## config.mk

```make
export PLATFORM = sky130hd
export DESIGN_NAME = prom_crc_len_check
export DESIGN_NICKNAME = d
export VERILOG_FILES = /design/src/rtl/prom_crc_len_check.sv
export SDC_FILE = /design/constraint.sdc
export NUM_CORES = 1
export LEC_CHECK = 0
export ABC_AREA = 1
export BUFFER_PORTS_ARGS = -buffer_cell sky130_fd_sc_hd__buf_2
export CORE_AREA = 3 3 40 42
export CTS_BUF_LIST = sky130_fd_sc_hd__clkbuf_16
export DETAILED_ROUTE_END_ITERATION = 6
export DIE_AREA = 0 0 43 45
export HOLD_SLACK_MARGIN = 0.03
export PLACE_DENSITY = 0.59
export SLEW_MARGIN = 20
export SYNTH_ARGS = -nofsm -noshare
export SYNTH_HDL_FRONTEND = slang
export SYNTH_SLANG_ARGS = --single-unit
export TNS_END_PERCENT = 1
```

## constraint.sdc

```tcl
create_clock -name clk -period 1.62 [get_ports clk]
set_input_delay 0.081 -clock clk [delete_from_list [all_inputs] [get_ports clk]]
set_output_delay 0.081 -clock clk [all_outputs]
set_load 0.1 [all_outputs]
```

## src/rtl/prom_crc_len_check.sv

```systemverilog
module prom_crc_len_check #(
  parameter int SHORT_WORDS = 64,
  parameter int LONG_WORDS  = 220
) (
  input  logic clk,
  input  logic rst,
  input  logic take,
  input  logic take_last,
  output logic size_ok,
  output logic is_long
);
  localparam int MAXW = (LONG_WORDS > SHORT_WORDS) ? LONG_WORDS : SHORT_WORDS;
  localparam int CW   = $clog2(MAXW + 2);
  localparam logic [CW-1:0] CMAX = {CW{1'b1}};

  logic [CW-1:0] cnt_q;
  logic [CW-1:0] cnt_next;

  assign cnt_next = (cnt_q == CMAX) ? CMAX : cnt_q + 1'b1;
  assign size_ok  = (cnt_next == CW'(SHORT_WORDS)) || (cnt_next == CW'(LONG_WORDS));
  assign is_long  = (cnt_next == CW'(LONG_WORDS));

  always_ff @(posedge clk) begin
    if (rst) begin
      cnt_q <= '0;
    end else if (take) begin
      cnt_q <= take_last ? '0 : cnt_next;
    end
  end
endmodule

```

==> out/qor.txt, run 1 <==
status: finished, violations left
failing checks: setup timing
first-pass GRT wire length: 2.50 mm
Post-Synth Simple-Gate Area: 49.7%
port bufs: 5
Cell Area, Synth: 587 um^2
fin crit period: 1.73 ns
largest family of logic cells by synthesized area: simple AND/OR/NAND/NOR gates
leading post-synthesis cells by cell area: dfxtp_1 27%, nand2_1 22%, nand3_1 10%
DRC viols: 0
post-route ant nets: 0
clk buf depth: 2
Cells after Synth: 98
GRT Residual Overflow: 0
switch share: 16.3%
Clock Sinks: 8
number of buffers created by CTS: 3
synth unique cells: 19
sequential share of power: 32.0%
DRT Wirelength: 1.46 mm
Setup Skew: 0.000308 ns
Rows: 13
ant diodes: 0
Synth-to-Final Area Change: 51.8%
most frequent cells in the layout: 30 x nand2_1, 10 x buf_4, 9 x inv_1, 9 x nand3_1, 8 x a21oi_1
total number of vias: 645
clock power share: 63.3%
PnR worst setup slack: -0.107 ns
Max Cap Viol: 0
critical path class: flop to output pin
commonest non-fill, non-tap cell in the layout: nand2_1
length of the first detailed-routing pass in iterations: 4
fmax: 579 MHz
Die W: 43 um
combinational share of power: 4.6%
syn_nets: 103
mux cell area share after synthesis: 0%
largest net degree at the start of global routing: 10
Mean Syn Cell Area: 5.99 um^2
sequential cell area fraction in the yosys report: 27.3%
fin crit share: 107%
crit start category: flop
post-synth top area cell: dfxtp_1
Worst Setup End Kind: output pin
VDD IR-drop max: 0.000633 V
Ys Warns: 0
CTS root buf: clkbuf_16
# fillers: 111
WL per Instance: 11.2 um
Synth Area in Adders: 2.13%
# nets final: 122
Vert. Die Dim: 45 um
internal power: 529 uW
Slew @ Worst Pin: 0.299 ns
max_slew headroom: 80.0%
RSZ-0062 raised after global routing: true
GR Util All Layers: 16.8%
Worst-path clk slew: 0.03 ns
H-tree Lvls: 1
flip-flop count of the largest register after layout: 8
final setup violation count: 3
switching power: 103 uW
dpl ws: 0.0501 ns
vias in the first global route: 601
XOR/XNOR Fraction of Synth Area: 1.49%
Compound-Gate Fraction of Synth Area: 9.81%
GPL Wtd Cong: 0.787
number of top-level pins: 6
hold violation count in the final report: 0
CTS Hold Buffers Added: 0
core area: 1280 um^2
worst min-delay path category: primary input to flop
TritonCTS clock tree: done
biggest regs: cnt_q (8)
initial antenna violation count: 0
post-synth top area share: 27.3%
largest register by flop count: cnt_q
worst skew pair latency: 0.22 ns
vias per inst: 4.96
Initial Utilization: 45.7%
Tot Pwr: 632 uW
Synth Register Bits: 8
Worst EP arrival: 1.65 ns
Critical Path RT: 1.54 ns
initial DRC count: 13
Slew Limit Fails: 0
worst-path fanout max: 6
Pleak: 0.390 nW
dpl hpwl: 1.01 mm
share of layout cells above drive strength 1: 40.9%
PwrDens: 710 nW/um^2
die area: 1940 um^2
[final cells by class]
| type | count | area [um^2] | area share [%] |
|---|---|---|---|
| well taps | 15 | 18.8 | 2.11 |
| inverters | 12 | 48.8 | 5.48 |
| multi-input cells | 76 | 442 | 49.6 |
| clock buffers | 3 | 75.1 | 8.43 |
| flip-flops and latches | 8 | 165 | 18.5 |
| repair buffers | 16 | 141 | 15.9 |
[power by group through the flow]
stage	Sequential [mW]	Combinational (mW)	Clock [mW]
floorplan	0.206	0.0147	0
global placement	0.204	0.0265	0
detailed placement	0.205	0.0264	0
CTS	0.202	0.0288	0.412
global route	0.203	0.0327	0.422
finish	0.203	0.0292	0.400
[kinds of logic after synthesis]
group	after synthesis
AND/OR/NAND/NOR	63
buffers and inverters	14
AO/OA/AOI/OAI	11
flip-flops	8
XOR/XNOR	1
adder cells (fa/ha/maj)	1
[metrics by stage]
stage	area (um^2)	hold WS, ns	cells	util (%)	TNS (ns)
floorplan	608	0.279	98	-	0
global placement	701	0.348	120	54.5	0
detailed placement	701	0.350	120	54.5	0
CTS	885	0.114	130	68.8	-0.270
global route	891	0.133	130	69.3	-0.562
finish	891	0.121	130	69.3	-0.274
[routing by layer]
metal  track usage (%)  vias to the layer above  share of wire [%]
li1                  -                      345                  -
met1              22.0                      287                 50
met2              28.4                       11                 48
met3              1.20                        2                1.9
met4              7.23                        0               0.62
met5                 0                        -                  0
[cells in the mapped netlist (all sizes together)]
cell type / number
a21oi: 9
buf: 2
clkinv: 1
dfxtp: 8
ha: 1
inv: 11
nand2: 38
nand3: 12
nand4: 1
nor2: 12
o21ai: 1
o21bai: 1
xnor2: 1
[timing repair]
| item | CTS | global route |
|---|---|---|
| resized for setup | 14 | 3 |
| buffers inserted | 7 | 0 |
| gates cloned | 0 | 0 |
| endpoints found under the setup margin | 2 | 3 |
| pin swaps | 9 | 5 |
[worst paths after layout]
path | start | end | cells past startpoint | slack, ns
setup / recovery | cnt_q[0]$_SDFFE_PP0P_ | is_long | 10 | -0.11
hold / removal | rst | cnt_q[0]$_SDFFE_PP0P_ | 2 | 0.12
setup reg to reg | cnt_q[0]$_SDFFE_PP0P_ | cnt_q[2]$_SDFFE_PP0P_ | 11 | -0.07
hold reg to reg | cnt_q[4]$_SDFFE_PP0P_ | cnt_q[4]$_SDFFE_PP0P_ | 2 | 0.50
[critical path, stage by stage, from the launching register on]
cell	delay, ns
dfxtp_2	0.34
ha_4	0.15
nand2_4	0.06
nor2_4	0.13
nand2_4	0.09
inv_1	0.07
nor2_1	0.05
nor2_2	0.11
nand3_2	0.13
clkinvlp_4	0.11
buf_12	0.17
Power figures use the tool's default switching activity.
==> run 2, diff against run 1 <==
--- a/config.mk
+++ b/config.mk
@@ -7,12 +7,15 @@
 export LEC_CHECK = 0
 export ABC_AREA = 1
 export BUFFER_PORTS_ARGS = -buffer_cell sky130_fd_sc_hd__buf_2
-export CORE_AREA = 3 3 40 42
+export CELL_PAD_IN_SITES_DETAIL_PLACEMENT = 0
+export CELL_PAD_IN_SITES_GLOBAL_PLACEMENT = 2
+export CORE_ASPECT_RATIO = 0.75
+export CORE_MARGIN = 2
+export CORE_UTILIZATION = 28
 export CTS_BUF_LIST = sky130_fd_sc_hd__clkbuf_16
 export DETAILED_ROUTE_END_ITERATION = 6
-export DIE_AREA = 0 0 43 45
 export HOLD_SLACK_MARGIN = 0.03
-export PLACE_DENSITY = 0.59
+export PLACE_DENSITY = 0.7
 export SLEW_MARGIN = 20
 export SYNTH_ARGS = -nofsm -noshare
 export SYNTH_HDL_FRONTEND = slang
==> out/qor.txt, run 2 (synthesis gave the netlist of run 1 again) <==
PwrDens: 710 nW/um^2
post-route ant nets: 0
max_slew headroom: 77.8%
Final Core Density: 45.0%
CTS Hold Buffers Added: 0
fin cells: 139
commonest non-fill, non-tap cell in the layout: nand2_1
Worst Setup End Kind: output pin
GRT Residual Overflow: 0
worst min-delay path category: primary input to flop
clk buf depth: 2
Worst-path clk slew: 0.03 ns
Setup TNS: -0.259 ns
Pleak: 0.384 nW
Setup Skew: 0.000872 ns
Rows: 14
# fillers: 220
Vert. Die Dim: 43.6 um
initial DRC count: 14
combinational share of power: 4.9%
worst skew pair latency: 0.23 ns
total number of vias: 647
internal power: 530 uW
switch share: 17.0%
flip-flop count of the largest register after layout: 8
status: finished, violations left
WL per Instance: 11.3 um
fin crit share: 108%
Die W: 56.9 um
length of the first detailed-routing pass in iterations: 4
GR Util All Layers: 14.8%
TritonCTS clock tree: done
DRT Wirelength: 1.57 mm
H-tree Lvls: 1
DRC viols: 0
largest net degree at the start of global routing: 10
Worst EP arrival: 1.67 ns
biggest regs: cnt_q (8)
final setup violation count: 2
crit start category: flop
die area: 2480 um^2
FF/Latch Area: 166 um^2
number of buffers created by CTS: 3
sequential share of power: 31.8%
ant diodes: 0
port bufs: 5
RSZ-0062 raised after global routing: true
Clock Sinks: 8
Critical Path RT: 1.54 ns
share of layout cells above drive strength 1: 40.9%
core area: 2000 um^2
PnR worst setup slack: -0.133 ns
Slew Limit Fails: 0
Inst Count DP: 133
VDD IR-drop max: 0.000710 V
first-pass GRT wire length: 2.83 mm
fmax: 570 MHz
critical path class: flop to output pin
largest register by flop count: cnt_q
dpl hpwl: 1.16 mm
GPL Wtd Cong: 0.749
vias per inst: 4.65
Multi-input gate area: 448 um^2
worst-path fanout max: 4
most frequent cells in the layout: 29 x nand2_1, 10 x buf_4, 9 x nand3_1
failing checks: setup timing
fin crit period: 1.75 ns
Slew @ Worst Pin: 0.332 ns
# nets final: 122
CTS root buf: clkbuf_16
clock power share: 63.3%
switching power: 108 uW
Initial Utilization: 29.4%
hold violation count in the final report: 0
Synth-to-Final Area Change: 53.1%
vias in the first global route: 624
initial antenna violation count: 0
number of top-level pins: 6
Max Cap Viol: 0
==> run 2: cell types whose count changed in the layout (fill, tap and decap cells not counted), sizes merged <==
cell   before  now
nand2      38   39
buf        16   15
==> run 2: routing by layer <==
metal  GRT usage (%)  share of wire, %  up-vias
met5               0                 0        -
met1            20.8                51      278
li1                -                 -      349
met4            6.98               1.3        0
met3               0               3.6        4
met2            24.2                44       16
==> run 2: worst paths after layout <==
path,slack (ns),from,cells after the start,end
worst max register to register,0.31,cnt_q[0]$_SDFFE_PP0P_,8,cnt_q[5]$_SDFFE_PP0P_
worst max-delay path,-0.13,cnt_q[0]$_SDFFE_PP0P_,9,is_long
worst min-delay path,0.12,rst,2,cnt_q[0]$_SDFFE_PP0P_
worst min register to register,0.51,cnt_q[7]$_SDFFE_PP0P_,2,cnt_q[7]$_SDFFE_PP0P_
==> run 2: critical path: stages (launching register included) <==
cell,delay (ns)
dfxtp_4,0.35
ha_4,0.17
buf_4,0.14
xnor2_2,0.14
nand2_2,0.09
nand2_2,0.05
nor2_2,0.09
nand3_2,0.12
clkinvlp_4,0.11
buf_12,0.16
==> run 2: repair_timing <==
item,CTS,global route
pin swaps,2,3
endpoints found under the setup margin,2,2
cloned,1,0
resized for setup,11,5
buffers inserted,2,0
==> run 2: layout make-up <==
| class | count | area share (%) |
|---|---|---|
| Multi-Input combinational cell | 77 | 49.9 |
| Sequential cell | 8 | 18.5 |
| Timing Repair Buffer | 15 | 14.5 |
| Clock buffer | 3 | 8.36 |
| Inverter | 12 | 5.43 |
| Tap cell | 24 | 3.34 |
==> run 2: power by group through the flow <==
| stage | clock [mW] | sequential, mW | combinational [mW] |
|---|---|---|---|
| final | 0.404 | 0.203 | 0.0314 |
| after global routing | 0.424 | 0.203 | 0.0354 |
| after CTS | 0.412 | 0.202 | 0.0296 |
| after detailed placement | 0 | 0.206 | 0.0263 |
| after global placement | 0 | 0.205 | 0.0274 |
| after floorplan | 0 | 0.206 | 0.0147 |
==> run 2: stage by stage <==
stage                     setup WS [ns]  power [mW]  area, um^2  hold WS [ns]
after floorplan                  0.0148       0.221         608         0.279
after global placement           0.0319       0.233         742         0.357
after detailed placement        0.00729       0.232         742         0.361
after CTS                        -0.148       0.644         877         0.120
after global routing             -0.226       0.663         898         0.146
final                            -0.133       0.638         898         0.122
